$ cat config.mk
export PLATFORM = sky130hd
export DESIGN_NAME = brk_halt_ctrl
export DESIGN_NICKNAME = d
export VERILOG_FILES = /design/src/rtl/brk_pkg.sv /design/src/rtl/brk_opcode_match.sv /design/src/rtl/brk_debug_gate.sv /design/src/rtl/brk_halt_fsm.sv /design/src/rtl/brk_halt_ctrl.sv
export SDC_FILE = /design/constraint.sdc
export NUM_CORES = 1
export LEC_CHECK = 0
export BUFFER_PORTS_ARGS = -buffer_cell sky130_fd_sc_hd__buf_4
export CAP_MARGIN = 10
export CORE_AREA = 2 2 39 41
export DETAILED_ROUTE_END_ITERATION = 8
export DIE_AREA = 0 0 41 43
export GPL_ROUTABILITY_DRIVEN = 0
export PLACE_DENSITY = 0.42
export SLEW_MARGIN = 20
export SYNTH_ARGS = -nofsm -noshare
export SYNTH_HDL_FRONTEND = slang
export SYNTH_SLANG_ARGS = --single-unit
$ cat constraint.sdc
create_clock -name clk -period 2.2 [get_ports clk]
set_clock_uncertainty 0.1 [all_clocks]
set_input_delay 0.22 -clock clk [delete_from_list [all_inputs] [get_ports clk]]
set_output_delay 0.22 -clock clk [all_outputs]
set_load 0.02 [all_outputs]
$ cat src/rtl/brk_pkg.sv
package brk_pkg;

    localparam int IW = 16;

    // Break opcode; fixed by the instruction encoding.
    localparam logic [IW-1:0] BRK_OPCODE = 16'h9598;

    typedef enum logic [0:0] {
        ST_RUN     = 1'b0,
        ST_STOPPED = 1'b1
    } brk_state_e;

endpackage

$ cat src/rtl/brk_opcode_match.sv
module brk_opcode_match
    import brk_pkg::*;
#(
    parameter logic [IW-1:0] MATCH_WORD = BRK_OPCODE
) (
    input  logic [IW-1:0] word_i,
    input  logic          valid_i,
    output logic          hit_o
);

    always_comb begin
        hit_o = valid_i && (word_i == MATCH_WORD);
    end

endmodule

$ cat src/rtl/brk_debug_gate.sv
module brk_debug_gate #(
    parameter int LOCK_W = 2
) (
    input  logic [LOCK_W-1:0] lock_i,
    input  logic              fuse_port_n_i,
    input  logic              fuse_dbg_n_i,
    output logic              permit_o
);

    logic any_lock;

    always_comb begin
        any_lock = |lock_i;
        // Fuses read 0 when programmed; both must be programmed.
        permit_o = !any_lock && !fuse_port_n_i && !fuse_dbg_n_i;
    end

endmodule

$ cat src/rtl/brk_halt_fsm.sv
module brk_halt_fsm
    import brk_pkg::*;
(
    input  logic clk,
    input  logic rst_n,
    input  logic instr_valid,
    input  logic brk_hit,
    input  logic permit,
    input  logic resume_req,
    output logic cpu_stall,
    output logic pc_advance
);

    brk_state_e state_q;
    brk_state_e state_d;

    // Next-state logic
    always_comb begin
        state_d = state_q;
        unique case (state_q)
            ST_RUN: begin
                if (brk_hit && permit) begin
                    state_d = ST_STOPPED;   // T_ENTER
                end
            end
            ST_STOPPED: begin
                if (resume_req) begin
                    state_d = ST_RUN;       // T_RELEASE
                end
            end
        endcase
    end

    // State register
    always_ff @(posedge clk or negedge rst_n) begin
        if (!rst_n) begin
            state_q <= ST_RUN;
        end else begin
            state_q <= state_d;
        end
    end

    // Outputs
    always_comb begin
        cpu_stall  = 1'b0;
        pc_advance = 1'b0;
        unique case (state_q)
            ST_RUN: begin
                pc_advance = instr_valid;
            end
            ST_STOPPED: begin
                cpu_stall = 1'b1;
            end
        endcase
    end

    assert_enter_R2: assert property (@(posedge clk) disable iff (!rst_n)
        (!cpu_stall && brk_hit && permit) |=> cpu_stall);

    assert_stop_hold_R6: assert property (@(posedge clk) disable iff (!rst_n)
        (cpu_stall && !resume_req) |=> cpu_stall);

    assert_release_R7: assert property (@(posedge clk) disable iff (!rst_n)
        (cpu_stall && resume_req) |=> !cpu_stall);

    assert_run_advance_R8: assert property (@(posedge clk) disable iff (!rst_n)
        (!cpu_stall) |-> (pc_advance == instr_valid));

    assert_stopped_frozen_R6: assert property (@(posedge clk) disable iff (!rst_n)
        cpu_stall |-> !pc_advance);

endmodule

$ cat src/rtl/brk_halt_ctrl.sv
module brk_halt_ctrl
    import brk_pkg::*;
#(
    parameter int LOCK_W = 2
) (
    input  logic              clk,
    input  logic              rst_n,
    input  logic [IW-1:0]     instr_word,
    input  logic              instr_valid,
    input  logic [LOCK_W-1:0] lock_bits,
    input  logic              fuse_port_n,
    input  logic              fuse_dbg_n,
    input  logic              resume_req,
    output logic              cpu_stall,
    output logic              pc_advance
);

    logic brk_hit;
    logic permit;

    brk_opcode_match #(
        .MATCH_WORD (BRK_OPCODE)
    ) u_match (
        .word_i  (instr_word),
        .valid_i (instr_valid),
        .hit_o   (brk_hit)
    );

    brk_debug_gate #(
        .LOCK_W (LOCK_W)
    ) u_gate (
        .lock_i        (lock_bits),
        .fuse_port_n_i (fuse_port_n),
        .fuse_dbg_n_i  (fuse_dbg_n),
        .permit_o      (permit)
    );

    brk_halt_fsm u_fsm (
        .clk         (clk),
        .rst_n       (rst_n),
        .instr_valid (instr_valid),
        .brk_hit     (brk_hit),
        .permit      (permit),
        .resume_req  (resume_req),
        .cpu_stall   (cpu_stall),
        .pc_advance  (pc_advance)
    );

    assert_locked_nop_R4: assert property (@(posedge clk) disable iff (!rst_n)
        (!cpu_stall && (|lock_bits)) |=> !cpu_stall);

    assert_fuse_nop_R5: assert property (@(posedge clk) disable iff (!rst_n)
        (!cpu_stall && (fuse_port_n || fuse_dbg_n)) |=> !cpu_stall);

    assert_break_advance_R3: assert property (@(posedge clk) disable iff (!rst_n)
        (!cpu_stall && instr_valid && instr_word == BRK_OPCODE) |-> pc_advance);

endmodule

# Word-level counts from Yosys, hierarchy flattened
# Index checks and enable logic that the tools add are counted.
word_totals:
  word_cells: 16
  regBits: 1
  in_bits: 24
  out_inout_bits: 2
op_classes:
  n_bitwise: 1
  n_eq_ne: 1
  mux: 5
  n_reduce_logical: 8
op_table:
  columns: ["op", "count"]
  rows:
  - ["equality test 16 bit, second input constant", 1]
  - ["logical AND 1 bit", 4]
  - ["2-to-1 mux 1 bit", 4]
  - ["zero test 1 bit", 3]
  - ["case mux 1 bit (2 select lines)", 1]
  - ["OR reduction 2 bit", 1]
  - ["NOT 1 bit", 1]

# Longest topological paths before layout
depth:
  ltp_word: 7
  ltp_mapped: 3
  ltp_nobuf: 3

# By module
# A second synthesis with hierarchy kept.
hier_totals:
  cells_unflattened: 12
  area_unflattened_um2: 121.4
by_module_without_submodules:
  columns: ["module", "seq_area_each_um2", "n_inst", "area_per_inst_um2", "cells_each"]
  rows:
  - ["brk_opcode_match", 0.0, 1, 63.8, 7]
  - ["brk_halt_fsm", 25.0, 1, 45.0, 4]
  - ["brk_debug_gate", 0.0, 1, 12.5, 1]

# Worst setup path after synthesis
# Ideal clock, no wire load.
synth_path:
  kind: "register to register"
  start: "register u_fsm.state_q"
  end: "register u_fsm.state_q"
  stages_incl_launch_ff: 4
  setup_ps: 81
  t_required_ps: 2019
  arrival_ps: 1026
  slack_ps: 994
  synth_period_minus_slack_ps: 1206
  n_path_buf: 0
  path_cell_list: "dfrtp_1 > nor2b_1 > nand2_1 > o22ai_2"
synth_via:
  elab_chain_cells: 2
synth_lines:
  columns: ["item", "line", "text"]
  rows:
  - ["from (decl)", "brk_halt_fsm.sv:14", "brk_state_e state_q;"]
  - ["from (signal assigned)", "brk_halt_fsm.sv:39", "state_q <= state_d;"]
  - ["NOT 1 bit", null, null]
  - ["case mux 1 bit (2 select lines) *", "brk_halt_fsm.sv:20", "unique case (state_q)"]
  - ["via u_fsm.state_d", "brk_halt_fsm.sv:15", "brk_state_e state_d;"]
# Mark *: on every way through the listed nets, which the timed path passes. The rest lies on a longest branch.

# Worst setup path after layout
layout_path:
  start: "input port instr_word[6]"
  end: "register u_fsm.state_q"
layout_via:
  elab_chain_cells: 5
layout_lines:
  columns: ["item", "line", "text"]
  rows:
  - ["from (decl)", "brk_halt_ctrl.sv:8", "input logic [IW-1:0] instr_word,"]
  - ["equality test 16 bit", "brk_opcode_match.sv:12", "hit_o = valid_i && (word_i == MATCH_WORD);"]
  - ["logical AND 1 bit", "brk_opcode_match.sv:12", null]
  - ["logical AND 1 bit", "brk_halt_fsm.sv:22", "if (brk_hit && permit) begin"]
  - ["2-to-1 mux 1 bit", "brk_halt_fsm.sv:22", null]
  - ["case mux 1 bit (2 select lines)", "brk_halt_fsm.sv:20", null]
  - ["via u_fsm.state_d", "brk_halt_fsm.sv:15", null]
# The timed path passes the listed nets, and every way through them passes these cells.

==> run metrics <==
status finished, final reports clean; first-pass GRT wire length about 970 µm; Die Y-Extent between 40 and 50 µm; ys async rst share 1.00; max-slew violations 0; post-DR wirelength/cell 14.0 µm; First-pass DRT Iterations 1; Pwr per Cell Area between 150 and 200 nW/µm²; largest net degree at the start of global routing 4; layout cells sized above 1 0.784; r2r endpoint u_fsm.state_q$_DFF_PN0_; Layout area overhead 178%; Cells on Worst Hold Path 2; WP data required between 2 and 2.5 ns; die area approximately 1800 µm²; DRT iter0 DRCs 0; hold crit path type primary input to flip-flop; Final period util 0.482; WL final 743 µm; post-synthesis cell type count 8; Finished Core Util 0.246; Area contributors post-synth nor4b_2 37%, dfrtp_1 20%, nor4bb_1 16%; Die X 41 µm; largest family of logic cells by synthesized area simple AND/OR/NAND/NOR gates; vias per cell 3.77; area leader, netlist nor4b_2; XOR/XNOR Fraction of Synth Area 0; pre-CTS WS 1.12 ns; Worst Tran Pin Value roughly 0.22 ns; nets 63; Worst setup EP type flip-flop; syn nets 35; Synth Area in Compound Gates 0.102; area share of the largest cell type after synthesis 0.367; Simple-Gate Fraction of Synth Area 0.663; # fillers ~150; Mapped Area roughly 120 µm²; max-cap viol count 0; hold wc startpoint resume_req; final setup TNS 0 ns; n_diodes 0; Core ar. about 1400 µm²; fin crit period roughly 1.1 ns; CP Class primary input to flip-flop; Cells after Synth 11; reg2reg path depth 3; design area around 340 µm²; Pleak about 0.16 nW; Residual DRC 0; mux cell area share after synthesis 0; Critical Path Start instr_word[6]; worst-skew pair later-pin latency 0 ns; Fin. Hold Viols 0; crit path cell chain buf_4 -> nor4b_2 -> nand4_1 -> o22ai_2; starting density of the core 0.0886; Reg clk slew, reported paths 0 ns; Final setup viols 0; #FFs+latches synth 1; GRT Util Overall 0.0790; Ys Warns 0; Critical Path Start Type primary input; biggest regs u_fsm.state_q: 1 flops; DRT antenna net count 0; max reg flops 1; Area after DPL between 300 and 400 µm²; routed via count 200; EDFF count, synth 0; ys flop type dfrtp_1; Critical Path Fanout Max 1; Hold EP u_fsm.state_q$_DFF_PN0_; setup ws final 1.14 ns; antenna violations before repair 0; Worst slew margin 0.853; RR Startpoint u_fsm.state_q$_DFF_PN0_; Peak VDD IR 0.0508 mV; # rows 14; io pins 26; FF-to-FF setup slack ~1.3 ns; Post-CTS Resized 0; max frequency 944 MHz; Post-Synth Adder-Cell Area 0; # port buffers 25; crit path DAT 0.88 ns; Slowest Stage Delay on Critical Path 0.27 ns; Reg with most FFs u_fsm.state_q; cell with the most instances after synthesis nor4b_2; grt total ovfl 0; Mean Syn Cell Area 11.1 µm²; register area share after synthesis 0.204; number of global-route vias before repair 204; slowest CP cell nor4b_2; RSZ-0062 raised after global routing no; commonest cells in the netlist 3 x nor4b_2, 2 x nor4bb_1
[how the worst max path moves through the flow]
stage / end / cells past startpoint
after floorplan: u_fsm.state_q$_DFF_PN0_ / 3
after global placement: u_fsm.state_q$_DFF_PN0_ / 4
after detailed placement: u_fsm.state_q$_DFF_PN0_ / 4
after CTS: u_fsm.state_q$_DFF_PN0_ / 4
after global routing: u_fsm.state_q$_DFF_PN0_ / 4
final: u_fsm.state_q$_DFF_PN0_ / 4
[cell families after synthesis]
family                 after synthesis
AOI/OAI and AO/OA                    1
buffers and inverters                1
DFF                                  1
and+or+nand+nor                      8
[layer usage]
metal | vias to the layer above | track usage | part of all wire
met3 | 0 | 0.0524 | 0.24
met1 | 76 | 0.114 | 0.44
met2 | 26 | 0.103 | 0.32
met4 | 0 | 0 | 0
li1 | 98 | - | -
met5 | - | 0 | 0
[per-stage QoR]
stage               hold slack (ns)  instances  power (mW)
finish                        0.315         53      0.0624
global route                  0.329         53      0.0659
CTS                           0.320         53      0.0631
detailed placement           -0.103         52      0.0615
global placement             -0.104         52      0.0614
floorplan                    -0.176         11      0.0254
[final cells by class]
type                    count  area [µm²]  area share
inverters                   1        3.75      0.0110
multi-input cells           9        93.8       0.276
flip-flops and latches      1        25.0      0.0735
well taps                  16        20.0      0.0588
repair buffers             26         198       0.581
[critical path, delay by kind of cell]
family	cells	cell delay [ns]
buf+inv	1	0.11
simple gates	2	0.41
compound gates	1	0.13
[layout by cell type, fill, tap and decap left out, drive strengths merged]
cell type	instances
nor2b	1
nor4b	3
dlygate4sd3	1
dfrtp	1
nor4bb	2
inv	1
nand2	1
o22ai	1
buf	25
nand4	1
[timing repair]
item / CTS / global route
buffers inserted: 0 / 0
hold endpoints to repair: 1 / 0
hold buffers: 1 / 0
[power breakdown]
part	internal [mW]	switching [mW]	total [mW]
Clock	0	0	0
Sequential	0.0187	0.0000000263	0.0187
Combinational	0.0321	0.0116	0.0437
No activity file was read; power rests on OpenSTA's default activity.
